==> config.mk <==
export PLATFORM = sky130hd
export DESIGN_NAME = pred_byte_loader
export DESIGN_NICKNAME = d
export VERILOG_FILES = /design/src/rtl/pbl_pkg.sv /design/src/rtl/pbl_decode.sv /design/src/rtl/pbl_agen.sv /design/src/rtl/pred_byte_loader.sv
export SDC_FILE = /design/constraint.sdc
export NUM_CORES = 1
export LEC_CHECK = 0
export BUFFER_PORTS_ARGS = -buffer_cell sky130_fd_sc_hd__buf_2
export CELL_PAD_IN_SITES_DETAIL_PLACEMENT = 0
export CELL_PAD_IN_SITES_GLOBAL_PLACEMENT = 1
export CORE_ASPECT_RATIO = 1.75
export CORE_MARGIN = 2
export CORE_UTILIZATION = 37
export DETAILED_ROUTE_END_ITERATION = 8
export MAX_ROUTING_LAYER = met4
export PLACE_DENSITY = 0.84
export SLEW_MARGIN = 20
export SYNTH_ARGS = -nofsm -noshare
export SYNTH_HDL_FRONTEND = slang
export SYNTH_HIERARCHICAL = 1
export SYNTH_SLANG_ARGS = --single-unit
==> constraint.sdc <==
create_clock -name clk -period 8 [get_ports clk]
set_input_delay 0.4 -clock clk [delete_from_list [all_inputs] [get_ports clk]]
set_output_delay 0.4 -clock clk [all_outputs]
set_load 0.05 [all_outputs]
==> src/rtl/pbl_pkg.sv <==
package pbl_pkg;
   localparam int unsigned ADDR_W = 64;
   localparam logic [11:0] OPC_HI  = 12'hA40;
   localparam logic [2:0]  OPC_MID = 3'b111;
   localparam logic [4:0]  SP_IDX  = 5'd31;

   typedef struct packed {
      logic       legal;
      logic [3:0] imm;
      logic [2:0] pg;
      logic [4:0] rn;
      logic [4:0] zt;
   } ld_fields_t;

   typedef enum logic [1:0] {
      ST_IDLE = 2'd0,
      ST_SCAN = 2'd1,
      ST_WAIT = 2'd2
   } ld_state_t;
endpackage

==> src/rtl/pbl_decode.sv <==
module pbl_decode
   import pbl_pkg::*;
(
   input  logic [31:0] insn,
   output ld_fields_t  fields
);
   always_comb begin
      fields.legal = (insn[31:20] == OPC_HI) && (insn[15:13] == OPC_MID);
      fields.imm   = insn[19:16];
      fields.pg    = insn[12:10];
      fields.rn    = insn[9:5];
      fields.zt    = insn[4:0];
   end
endmodule

==> src/rtl/pbl_agen.sv <==
module pbl_agen
   import pbl_pkg::*;
#(
   parameter int ELEMS = 16,
   parameter int EW    = 5
)(
   input  logic [ADDR_W-1:0] base,
   input  logic [3:0]        imm,
   input  logic [EW-1:0]     elem,
   output logic [ADDR_W-1:0] addr
);
   logic [ADDR_W-1:0] imm_ext;
   logic [ADDR_W-1:0] lane_off;

   always_comb begin
      imm_ext  = {{(ADDR_W-4){imm[3]}}, imm};
      lane_off = imm_ext * ADDR_W'(ELEMS) + ADDR_W'(elem);
      addr     = base + lane_off;
   end
endmodule

==> src/rtl/pred_byte_loader.sv <==
module pred_byte_loader
   import pbl_pkg::*;
#(
   parameter int ELEMS         = 16,
   parameter bit CHECK_IDLE_SP = 1'b1
)(
   input  logic                 clk,
   input  logic                 rst_n,
   input  logic                 start,
   input  logic [31:0]          insn,
   input  logic [63:0]          base,
   input  logic                 sp_misaligned,
   input  logic [ELEMS-1:0]     pred,
   output logic [4:0]           src_base_sel,
   output logic [2:0]           src_pred_sel,
   output logic                 busy,
   output logic                 mem_req,
   output logic [63:0]          mem_addr,
   output logic                 mem_stream,
   input  logic                 mem_rvalid,
   input  logic [7:0]           mem_rdata,
   output logic                 done,
   output logic                 undef,
   output logic                 align_fault,
   output logic [4:0]           dst_idx,
   output logic [8*ELEMS-1:0]   result
);
   localparam int IW = $clog2(ELEMS);
   localparam int EW = IW + 1;

   if (ELEMS < 2 || ELEMS > 2048 || (ELEMS & (ELEMS - 1)) != 0) begin : g_bad_elems
      $error("pred_byte_loader: ELEMS must be a power of two in 2..2048");
   end

   ld_fields_t              dec_now;
   ld_state_t               st_q;
   logic [3:0]              imm_q;
   logic [4:0]              zt_q;
   logic [63:0]             base_q;
   logic [ELEMS-1:0]        pred_q;
   logic [EW-1:0]           e_q;
   logic [ELEMS-1:0][7:0]   lanes_q;
   logic [ELEMS-1:0][7:0]   res_q;
   logic                    done_q, undef_q, fault_q;
   logic                    sp_gate, sp_fault_now, at_end, cur_active;

   pbl_decode u_dec (.insn(insn), .fields(dec_now));

   pbl_agen #(.ELEMS(ELEMS), .EW(EW)) u_agen (
      .base (base_q),
      .imm  (imm_q),
      .elem (e_q),
      .addr (mem_addr)
   );

   if (CHECK_IDLE_SP) begin : g_chk_idle
      assign sp_gate = 1'b1;
   end else begin : g_skip_idle
      assign sp_gate = |pred;
   end

   assign sp_fault_now = (dec_now.rn == SP_IDX) && sp_misaligned && sp_gate;
   assign at_end       = (e_q == EW'(ELEMS));
   assign cur_active   = !at_end && pred_q[e_q[IW-1:0]];

   always_ff @(posedge clk) begin
      if (!rst_n) begin
         st_q    <= ST_IDLE;
         imm_q   <= '0;
         zt_q    <= '0;
         base_q  <= '0;
         pred_q  <= '0;
         e_q     <= '0;
         lanes_q <= '0;
         res_q   <= '0;
         done_q  <= 1'b0;
         undef_q <= 1'b0;
         fault_q <= 1'b0;
      end else begin
         done_q  <= 1'b0;
         undef_q <= 1'b0;
         fault_q <= 1'b0;
         case (st_q)
            ST_IDLE: begin
               if (start) begin
                  if (!dec_now.legal) begin
                     undef_q <= 1'b1;
                  end else if (sp_fault_now) begin
                     fault_q <= 1'b1;
                  end else begin
                     imm_q   <= dec_now.imm;
                     zt_q    <= dec_now.zt;
                     base_q  <= base;
                     pred_q  <= pred;
                     e_q     <= '0;
                     lanes_q <= '0;
                     st_q    <= ST_SCAN;
                  end
               end
            end
            ST_SCAN: begin
               if (at_end) begin
                  res_q  <= lanes_q;
                  done_q <= 1'b1;
                  st_q   <= ST_IDLE;
               end else if (cur_active) begin
                  st_q <= ST_WAIT;
               end else begin
                  e_q <= e_q + 1'b1;
               end
            end
            ST_WAIT: begin
               if (mem_rvalid) begin
                  lanes_q[e_q[IW-1:0]] <= mem_rdata;
                  e_q                  <= e_q + 1'b1;
                  st_q                 <= ST_SCAN;
               end
            end
            default: st_q <= ST_IDLE;
         endcase
      end
   end

   assign src_base_sel = dec_now.rn;
   assign src_pred_sel = dec_now.pg;
   assign busy         = (st_q != ST_IDLE);
   assign mem_req      = (st_q == ST_SCAN) && cur_active;
   assign mem_stream   = mem_req;
   assign done         = done_q;
   assign undef        = undef_q;
   assign align_fault  = fault_q;
   assign dst_idx      = zt_q;
   assign result       = res_q;

   assert_single_req_R3: assert property (@(posedge clk) disable iff (!rst_n)
      mem_req |=> !mem_req);
   assert_done_pulse_R10: assert property (@(posedge clk) disable iff (!rst_n)
      done |=> !done);
   assert_result_hold_R10: assert property (@(posedge clk) disable iff (!rst_n)
      !done |-> $stable(result));
   assert_done_idle_R9: assert property (@(posedge clk) disable iff (!rst_n)
      done |-> !busy);
   assert_busy_start_R9: assert property (@(posedge clk) disable iff (!rst_n)
      $rose(busy) |-> $past(start));
   assert_undef_quiet_R1: assert property (@(posedge clk) disable iff (!rst_n)
      undef |-> (!busy && !mem_req && $past(start)));
   assert_fault_quiet_R7: assert property (@(posedge clk) disable iff (!rst_n)
      align_fault |-> (!busy && !mem_req && $past(start)));
endmodule

; ---- Word-level counts from Yosys, hierarchy flattened
; Index checks and enable logic that the tools add are counted.
; Widths: inputs -> output; s select.
[word_totals]
ram_bits = 0
rom_bits = 0
latch_bits = 0
inputBits = 125
output_inout_bits = 211
mem_count = 0
elab_cells = 105
reg_bits = 355
[op_classes]
n_eq_ne = 13
n_mux = 27
bitwise_logic = 1
div = 0
shifts = 0
n_lt_le_gt_ge = 2
reduce_logical = 18
add_sub_neg = 3
multipliers = 0
[op_table]
columns = cell, n
row1 = $mux 128, 4
row2 = $pmux 128 s2, 1
row3 = $bwmux 128, 1
row4 = $add 64x64->64, 1
row5 = $demux 8 s4, 1
row6 = $mux 5, 6
row7 = $pmux 5 s3, 1
row8 = $eq 12x12->1 const B, 1
row9 = $mux 2, 6
row10 = $ne 2x2->1 const B, 6
row11 = $eq 5x5->1 const B, 2
row12 = $reduce_and 5->1, 2
row13 = $add 8x6->9, 1
row14 = $mux 8, 1
row15 = $reduce_and 4->1, 2
row16 = $reduce_and 7->1, 1
row17 = $pmux 2 s3, 1
row18 = $add 5x1->5 const B, 1
row19 = $logic_and 1x1->1, 5
row20 = $lt 4x5->1 const B, 1
row21 = $bmux 1 s4, 1
row22 = $ge 4x1->1 const B, 1
row23 = $mux 1, 4
row24 = $reduce_and 2->1, 2
row25 = other kinds (10), 11

; ---- Longest topological paths before layout
; Gate-level depths: netlist of run 1.
[depth]
ltp_word = 7
mapped_depth = 14
depth_no_buf = 13

; ---- Cells and area by module
; The synthesis of run 1 kept the hierarchy.
[by_module_without_submodules]
columns = module, area_each_um2, cells_each, instances, seq_area_each_um2
row1 = pred_byte_loader, 12469.5, 1415, 1, 7106.8
row2 = pbl_agen, 3888.7, 564, 1, 0.0
row3 = pbl_decode, 173.9, 22, 1, 0.0

; ---- Least setup slack after synthesis of run 1
; Ideal clock, no wire load.
[synth_timing]
path_kind = reg2out
start = reg e_q[4]
end = out mem_addr[61]
t_required_ps = 7600
stages_incl_launch_ff = 14
t_arrival_ps = 8521
n_path_buf = 1
path_slack_ps = -921
path_cell_list = dfxtp_1 ha_1 ha_1 a21boi_0 ha_1 buf_2 a21oi_1 o21ai_0 nor3_1 o2111a_1 nor4b_1 or3_1 nand3_1 nor4b_1
[synth_between]
elab_chain_len = 2
[synth_lines]
columns = element, line_no
row1 = start: declaration, pred_byte_loader.sv:41  ; logic [EW-1:0] e_q;
row2 = start signal: assignment, pred_byte_loader.sv:109  ; e_q <= e_q + 1'b1;
row3 = start signal: assignment, pred_byte_loader.sv:115  ; e_q <= e_q + 1'b1;
row4 = $add 8x6->9, pbl_agen.sv:17  ; lane_off = imm_ext * ADDR_W'(ELEMS) + ADDR_W'(elem);
row5 = $add 64x64->64, pbl_agen.sv:18  ; addr = base + lane_off;
row6 = end: declaration, pred_byte_loader.sv:18  ; output logic [63:0] mem_addr,
; No other way between the ends.

; ---- Worst setup path after layout of run 1
[layout_timing]
start = reg e_q[4]
end = out mem_addr[58]
; The elaborated chain is that of the path after synthesis.

==> results of run 1 <==
## sequential cells by signal, indices dropped and copies added (netlist names)
name and cells:
pred_q 16, imm_q 4, result 128, dst_idx 5, e_q 5, done 1
base_q 64, st_q 2, align_fault 1, lanes_q 128, undef 1
## per-layer routing
metal | routed length [um] | global-route usage | vias up | share of wire
met5 | 0 | - | - | 0
met4 | 2640 | 0.104 | 0 | 0.048
met3 | 3070 | 0.0398 | 130 | 0.056
met2 | 28900 | 0.434 | 481 | 0.53
met1 | 20100 | 0.241 | 7236 | 0.37
li1 | - | - | 7477 | -
## cells by family after synthesis
logic type / count (synthesis) / share of synthesized area
muxes: 12 / 0.00908
and+or+nand+nor: 721 / 0.185
AOI/OAI and AO/OA: 601 / 0.237
adders and majority gates: 81 / 0.0618
xor gates and xnor gates: 59 / 0.0313
buffers and inverters: 172 / 0.0457
DFF: 355 / 0.430
## power groups by stage
stage	logic [mW]	registers (mW)	clock network, mW
after CTS	0.122	1.77	1.92
after global routing	0.133	1.77	1.98
final	0.122	1.77	1.87
after floorplan	0.0722	1.81	0
after detailed placement	0.122	1.81	0
after global placement	0.120	1.81	0
## final timing paths
check,slack [ns],to,startpoint,cells after the start
max,2.35,mem_addr[58],e_q[4],14
min,0.1,base_q[20],base[20],3
max reg2reg,4.55,result[114],e_q[1],7
min reg2reg,0.45,result[18],result[18],2
## cells in the mapped netlist, types with 9 or more instances
| library cell | instances | area (um^2) |
|---|---|---|
| inv_1 | 34 | 128 |
| and3_1 | 10 | 62.6 |
| ha_1 | 80 | 1000 |
| xnor2_1 | 36 | 315 |
| dfxtp_1 | 355 | 7110 |
| buf_4 | 19 | 143 |
| and2_1 | 14 | 87.6 |
| buf_1 | 9 | 33.8 |
| a21o_1 | 30 | 225 |
| nor3_1 | 14 | 70.1 |
| nor2_1 | 39 | 146 |
| xor2_1 | 23 | 201 |
| a22o_1 | 32 | 280 |
| buf_2 | 15 | 75.1 |
| o21bai_1 | 19 | 143 |
| nand3_1 | 36 | 180 |
| a21oi_2 | 10 | 87.6 |
| nand2_1 | 544 | 2040 |
| a21oi_1 | 307 | 1540 |
| o21ai_0 | 32 | 160 |
| a31oi_1 | 9 | 56.3 |
| clkbuf_1 | 91 | 342 |
| nand4_1 | 21 | 131 |
| o2bb2ai_1 | 100 | 876 |
## worst min-delay path: stages
cell and delay (ns):
buf_2 0.09, nand2_1 0.04, a21oi_1 0.05
## stage by stage
step | hold slack [ns] | util | setup WS (ns) | area (um^2) | cells
CTS | 0.0683 | 0.446 | 2.33 | 19700 | 2840
global placement | 0.440 | 0.416 | 2.99 | 18400 | 2774
detailed placement | 0.443 | 0.416 | 2.94 | 18400 | 2774
global route | 0.0933 | 0.446 | 1.94 | 19700 | 2845
floorplan | 0.432 | - | 0.568 | 16500 | 2001
finish | 0.0957 | 0.446 | 2.35 | 19700 | 2845
## layout make-up
cell class / count / area, um^2
diodes: 5 / 12.5
clock buffers: 47 / 1000
clock inverters: 19 / 312
fillers: 4490 / 24400
inverters: 34 / 135
multi-input cells: 1474 / 8700
flip-flops and latches: 355 / 7110
well taps: 572 / 716
repair buffers: 339 / 1720
==> results.tsv, run 1 <==
stage	metric	value	unit
timing	fmax	0.177	GHz
yosys	Cells after Synth	2001	
cells_and_area	commonest non-fill, non-tap cell in the layout	nand2_1	
timing	TNS Setup	0	ns
cts	Clk Latency, worst-skew pair	0.54	ns
cells_and_area	Syn-to-layout area delta	19.2	%
cts	# resized after CTS	0	
timing	crit path time final	5.65	ns
worst_setup_path	CP Capture Type	output pin	
yosys	Seq/Total Area, Yosys	0.430	
floorplan	core area	44200	um^2
worst_setup_path	Worst Path Arrival	5.25	ns
timing	RSZ-0062 raised after global routing	no	
cts	Longest Clk Path Bufs	3	
timing	setup violators final	0	
floorplan	top-level I/O count	336	
status	run status	completed	
cts	hold-fix buffers at CTS	0	
timing	Max Clock Skew	0.0170	ns
yosys	flops & latches, synth	355	
global_route	vias in the first global route	15300	
floorplan	Die Width	164	um
worst_setup_path	CP max-delay cell	a21boi_4	
floorplan	DIE AREA	46500	um^2
yosys	Cell Area, Synth	16500	um^2
global_route	largest net degree at the start of global routing	143	
pwr	NetSw	0.835	mW
min_path	Min-Delay Path Class	input pin to register	
pwr	Comb power frac	0.032	
pwr	Sw Ratio	0.222	
cts	CTS Buf Count	36	
route	routed vias	15300	
floorplan	chip height	284	um
yosys	Mapped Nets	2207	
timing	Worst Tran Pin Value	1.07	ns
timing	Final Hold Violating Endpoints	0	
global_route	initial antenna violation count	5	
route	Iter 0 DRT Violations	621	
placement	global placer's final weighted congestion	0.964	
pwr	maximum VDD drop	0.174	mV
floorplan	# rows	102	
run	total of max-cap violations	0	
yosys	Ys Warns	6	
global_route	first-pass GRT wire length	83.9	mm
route	routed wire length	54.7	mm
cts	H-Tree Level Count	2	
global_route	gr ovfl total	0	
yosys	Primary FF master, synth	dfxtp_1	
pwr	static leakage	8.14	nW
pwr	pwr dens	191	nW/um^2
route	WL/cell	19.2	um
worst_setup_path	CP required	7.60	ns
cells_and_area	commonest non-fill, non-tap cells in the layout	544 x nand2_1, 355 x dfxtp_1, 329 x buf_2, 307 x a21oi_1, 100 x o2bb2ai_1	
pwr	sequential share of power	0.470	
worst_setup_path	Crit Path Max Fanout	36	
cts	Reg clk slew, reported paths	0.06	ns
yosys	ys async rst share	0	
worst_setup_path	Top delay family on crit path	compound AO/OA/AOI/OAI gates	
placement	IO Port Bufs	329	
floorplan	Starting Density	0.374	
cts	clock net sink count	355	
cts	# Post-CTS Setup Buffers	0	
worst_setup_path	CP max stage delay	0.69	ns
timing	max-slew violations	0	
global_route	Overall Global Routing Usage	0.236	
pwr	Tot Pwr	3.76	mW
worst_setup_path	CP Cell Sequence	ha_1 -> ha_1 -> a21boi_4 -> buf_4 -> ha_1 -> and3_1 -> a311oi_1 -> o21ai_0 -> a21oi_1 -> nand2_1 -> a21oi_1 -> o21ai_0 -> a31oi_1 -> buf_2	
cells_and_area	number of nets in the layout	2446	
pwr	Clock power frac	0.497	
route	post-route ant nets	0	
cts	CTS tree	yes	
placement	dpl hpwl	40.9	mm
cts	clock root cell	clkbuf_16	
worst_setup_path	CP Buf/Inv Count	2	
route	DRC viols	0	
route	routed vias/inst	5.39	
cells_and_area	fraction of layout cells with a size suffix above 1	0.194	
worst_setup_path	critical path class	register to output pin	
route	DR pass1 iterations	5	
pwr	P_int	2.93	mW
yosys	EDFF count, synth	0	
yosys	post-synthesis cell type count	84	
worst_setup_path	Worst path most repeated cell	ha_1	
timing	fin crit share	0.707	
yosys	Post-Syn Area per Cell	8.26	um^2
timing	relative slew slack	0.286	
worst_setup_path	crit path launch type	register	
Power figures use the tool's default switching activity.
==> run 2: changes to the inputs <==
- ABC_AREA: unset -> 1
- CORE_UTILIZATION: 37 -> 36
- clock period: 8 -> 5.1 ns (I/O delays scaled with it)
==> results.tsv, run 2 <==
stage	metric	value	unit
timing	crit path time final	4.23	ns
global_route	Overall Global Routing Usage	0.257	
cts	# Post-CTS Setup Buffers	0	
cts	Clk Latency, worst-skew pair	0.57	ns
yosys	area leader, netlist	dfxtp_1	
worst_setup_path	R2R Setup Slk	1.99	ns
timing	max-slew violations	0	
status	run status	completed	
floorplan	top-level I/O count	336	
timing	Final Hold Violating Endpoints	0	
cells_and_area	fraction of layout cells with a size suffix above 1	0.148	
placement	placed cell count	3918	
yosys	Cells after Synth	3038	
yosys	XOR/XNOR share of the synthesized area	0.0159	
cells_and_area	multi-input logic area	10300	um^2
cts	Longest Clk Path Bufs	3	
worst_setup_path	crit path launch type	register	
timing	relative slew slack	0.341	
route	routed vias	20100	
route	DRC viols	0	
cells_and_area	commonest non-fill, non-tap cell in the layout	nand2_1	
pwr	Sw Ratio	0.234	
placement	Placed Area	21700	um^2
pwr	NetSw	1.33	mW
cts	clock net sink count	355	
route	Iter 0 DRT Violations	1103	
yosys	post-synth top area share	0.359	
yosys	adder-cell share of the synthesized area	0.0516	
worst_setup_path	CP required	4.85	ns
route	routed vias/inst	4.96	
cells_and_area	Fillers	5864	
yosys	compound-gate portion of the synthesized area	0.137	
yosys	Mapped Nets	3244	
cells_and_area	Syn-to-layout area delta	19.8	%
yosys	Synth area leaders	dfxtp_1 36%, nand2_1 17%, a21oi_1 9.9%	
floorplan	DIE AREA	56900	um^2
yosys	simple logic cell fraction of the synthesized area	0.314	
placement	IO Port Bufs	329	
placement	global placer's final weighted congestion	1.01	
yosys	post-synthesis cell type count	36	
placement	dpl hpwl	54.4	mm
min_path	Min-Delay Path Class	input pin to register	
yosys	mux share of post-synthesis cell area	0	
global_route	vias in the first global route	19800	
yosys	Post-Syn Area per Cell	6.51	um^2
cts	H-Tree Level Count	2	
global_route	initial antenna violation count	8	
cts	CTS tree	yes	
cells_and_area	number of nets in the layout	3548	
floorplan	core area	54300	um^2
yosys	top-count cell post-synth	nand2_1	
pwr	static leakage	11.2	nW
cts	clock root cell	clkbuf_16	
cts	CTS Buf Count	37	
worst_setup_path	Crit Path Max Fanout	62	
cells_and_area	final cell count without fillers	4064	
cells_and_area	commonest non-fill, non-tap cells in the layout	907 x nand2_1, 436 x inv_1, 392 x a21oi_1, 355 x dfxtp_1, 328 x buf_2	
global_route	gr ovfl total	0	
route	WL/cell	17.8	um
yosys	top cells by count, synth	908 x nand2_1, 437 x inv_1, 393 x a21oi_1	
yosys	EDFF count, synth	0	
yosys	Ys Warns	6	
worst_setup_path	CP Capture Type	output pin	
pwr	Tot Pwr	5.68	mW
cts	Reg clk slew, reported paths	0.06	ns
pwr	Comb power frac	0.036	
pwr	P_int	4.35	mW
yosys	Seq/Total Area, Yosys	0.359	
timing	fin crit share	0.829	
floorplan	chip height	314	um
timing	setup violators final	0	
pwr	Clock power frac	0.476	
pwr	maximum VDD drop	0.242	mV
pwr	pwr dens	240	nW/um^2
yosys	ys async rst share	0	
yosys	flops & latches, synth	355	
yosys	largest family of logic cells by synthesized area	simple AND/OR/NAND/NOR gates	
cells_and_area	design area	23700	um^2
timing	fmax	0.237	GHz
route	DR pass1 iterations	5	
yosys	Primary FF master, synth	dfxtp_1	
route	routed wire length	72.3	mm
route	post-route ant nets	0	
pwr	sequential share of power	0.488	
cells_and_area	Reg area	7110	um^2
worst_setup_path	critical path class	register to output pin	
floorplan	Die Width	181	um
floorplan	# rows	113	
timing	TNS Setup	0	ns
floorplan	Starting Density	0.364	
timing	Max Clock Skew	0.0299	ns
run	total of max-cap violations	0	
timing	RSZ-0062 raised after global routing	no	
yosys	Cell Area, Synth	19800	um^2
global_route	first-pass GRT wire length	111	mm
global_route	largest net degree at the start of global routing	138	
worst_setup_path	Worst Path Arrival	3.97	ns
timing	Worst Tran Pin Value	0.989	ns
## run 2: cell count changes after synthesis, sizes merged, moves of 32 or more
cell     change
nor2       +113
a22o        -32
a21oi       +76
buf         +37
nand2      +392
inv        +410
nand3      +300
o21ai       +57
xnor2       -35
o2bb2ai    -100
## run 2: worst paths after layout
path / start / cells past startpoint / end
setup reg to reg: st_q[0] / 10 / lanes_q[91]
hold reg to reg: dst_idx[3] / 2 / dst_idx[3]
hold / removal: pred[9] / 3 / pred_q[9]
setup / recovery: e_q[4] / 15 / mem_addr[50]
## run 2: cells by family after synthesis
kind of cell,Yosys count
and+or+nand+nor,1460
buffers and inverters,601
AOI/OAI and AO/OA,505
DFF,355
adders and majority gates,81
xor gates and xnor gates,36
## run 2: power by group through the flow
stage | clock network, mW | registers [mW] | logic [mW]
global placement | 0 | 2.83 | 0.158
global route | 2.89 | 2.77 | 0.220
CTS | 2.80 | 2.77 | 0.204
finish | 2.70 | 2.77 | 0.204
floorplan | 0 | 2.84 | 0.0887
detailed placement | 0 | 2.83 | 0.158
## run 2: area by class of cell
cell class / instances / area share
clock buffer: 48 / 0.0438
sequential: 355 / 0.300
clock inverter: 15 / 0.00555
multi-input combinational: 2082 / 0.434
tap: 690 / 0.0365
inverter: 448 / 0.0713
antenna: 8 / 0.000845
timing repair buffer: 418 / 0.108
## run 2: stage by stage
step | hold slack (ns) | util | setup WS, ns
after global placement | 0.431 | 0.401 | 1.55
after detailed placement | 0.434 | 0.401 | 1.53
final | 0.0308 | 0.436 | 0.874
after floorplan | 0.399 | - | 0.694
after CTS | 0.00191 | 0.436 | 0.903
after global routing | 0.0311 | 0.436 | 0.685
## run 2: worst max-delay path, cell delays in order, from the launching register on
cell and delay, ns:
dfxtp_1 0.33, ha_1 0.20, ha_1 0.23, a21oi_4 0.18, buf_12 0.28, ha_1 0.39, nand2_1 0.14, inv_1 0.06
nand2_1 0.17, inv_1 0.06, a21oi_1 0.32, nor2_1 0.07, nor2_1 0.36, nand4_1 0.15, nand2_1 0.11, buf_2 0.27
## run 2: what timing repair did
item,CTS,global route
gates resized for setup,0,0
hold buffers,75,0
hold endpoints to repair,75,0
## run 2: metal layers
layer / vias to the layer above / wire, um / GRT usage
met4: 0 / 4360 / 0.143
met2: 580 / 38200 / 0.475
met5: - / 0 / -
li1: 10200 / - / -
met1: 9165 / 26000 / 0.255
met3: 185 / 3720 / 0.0401
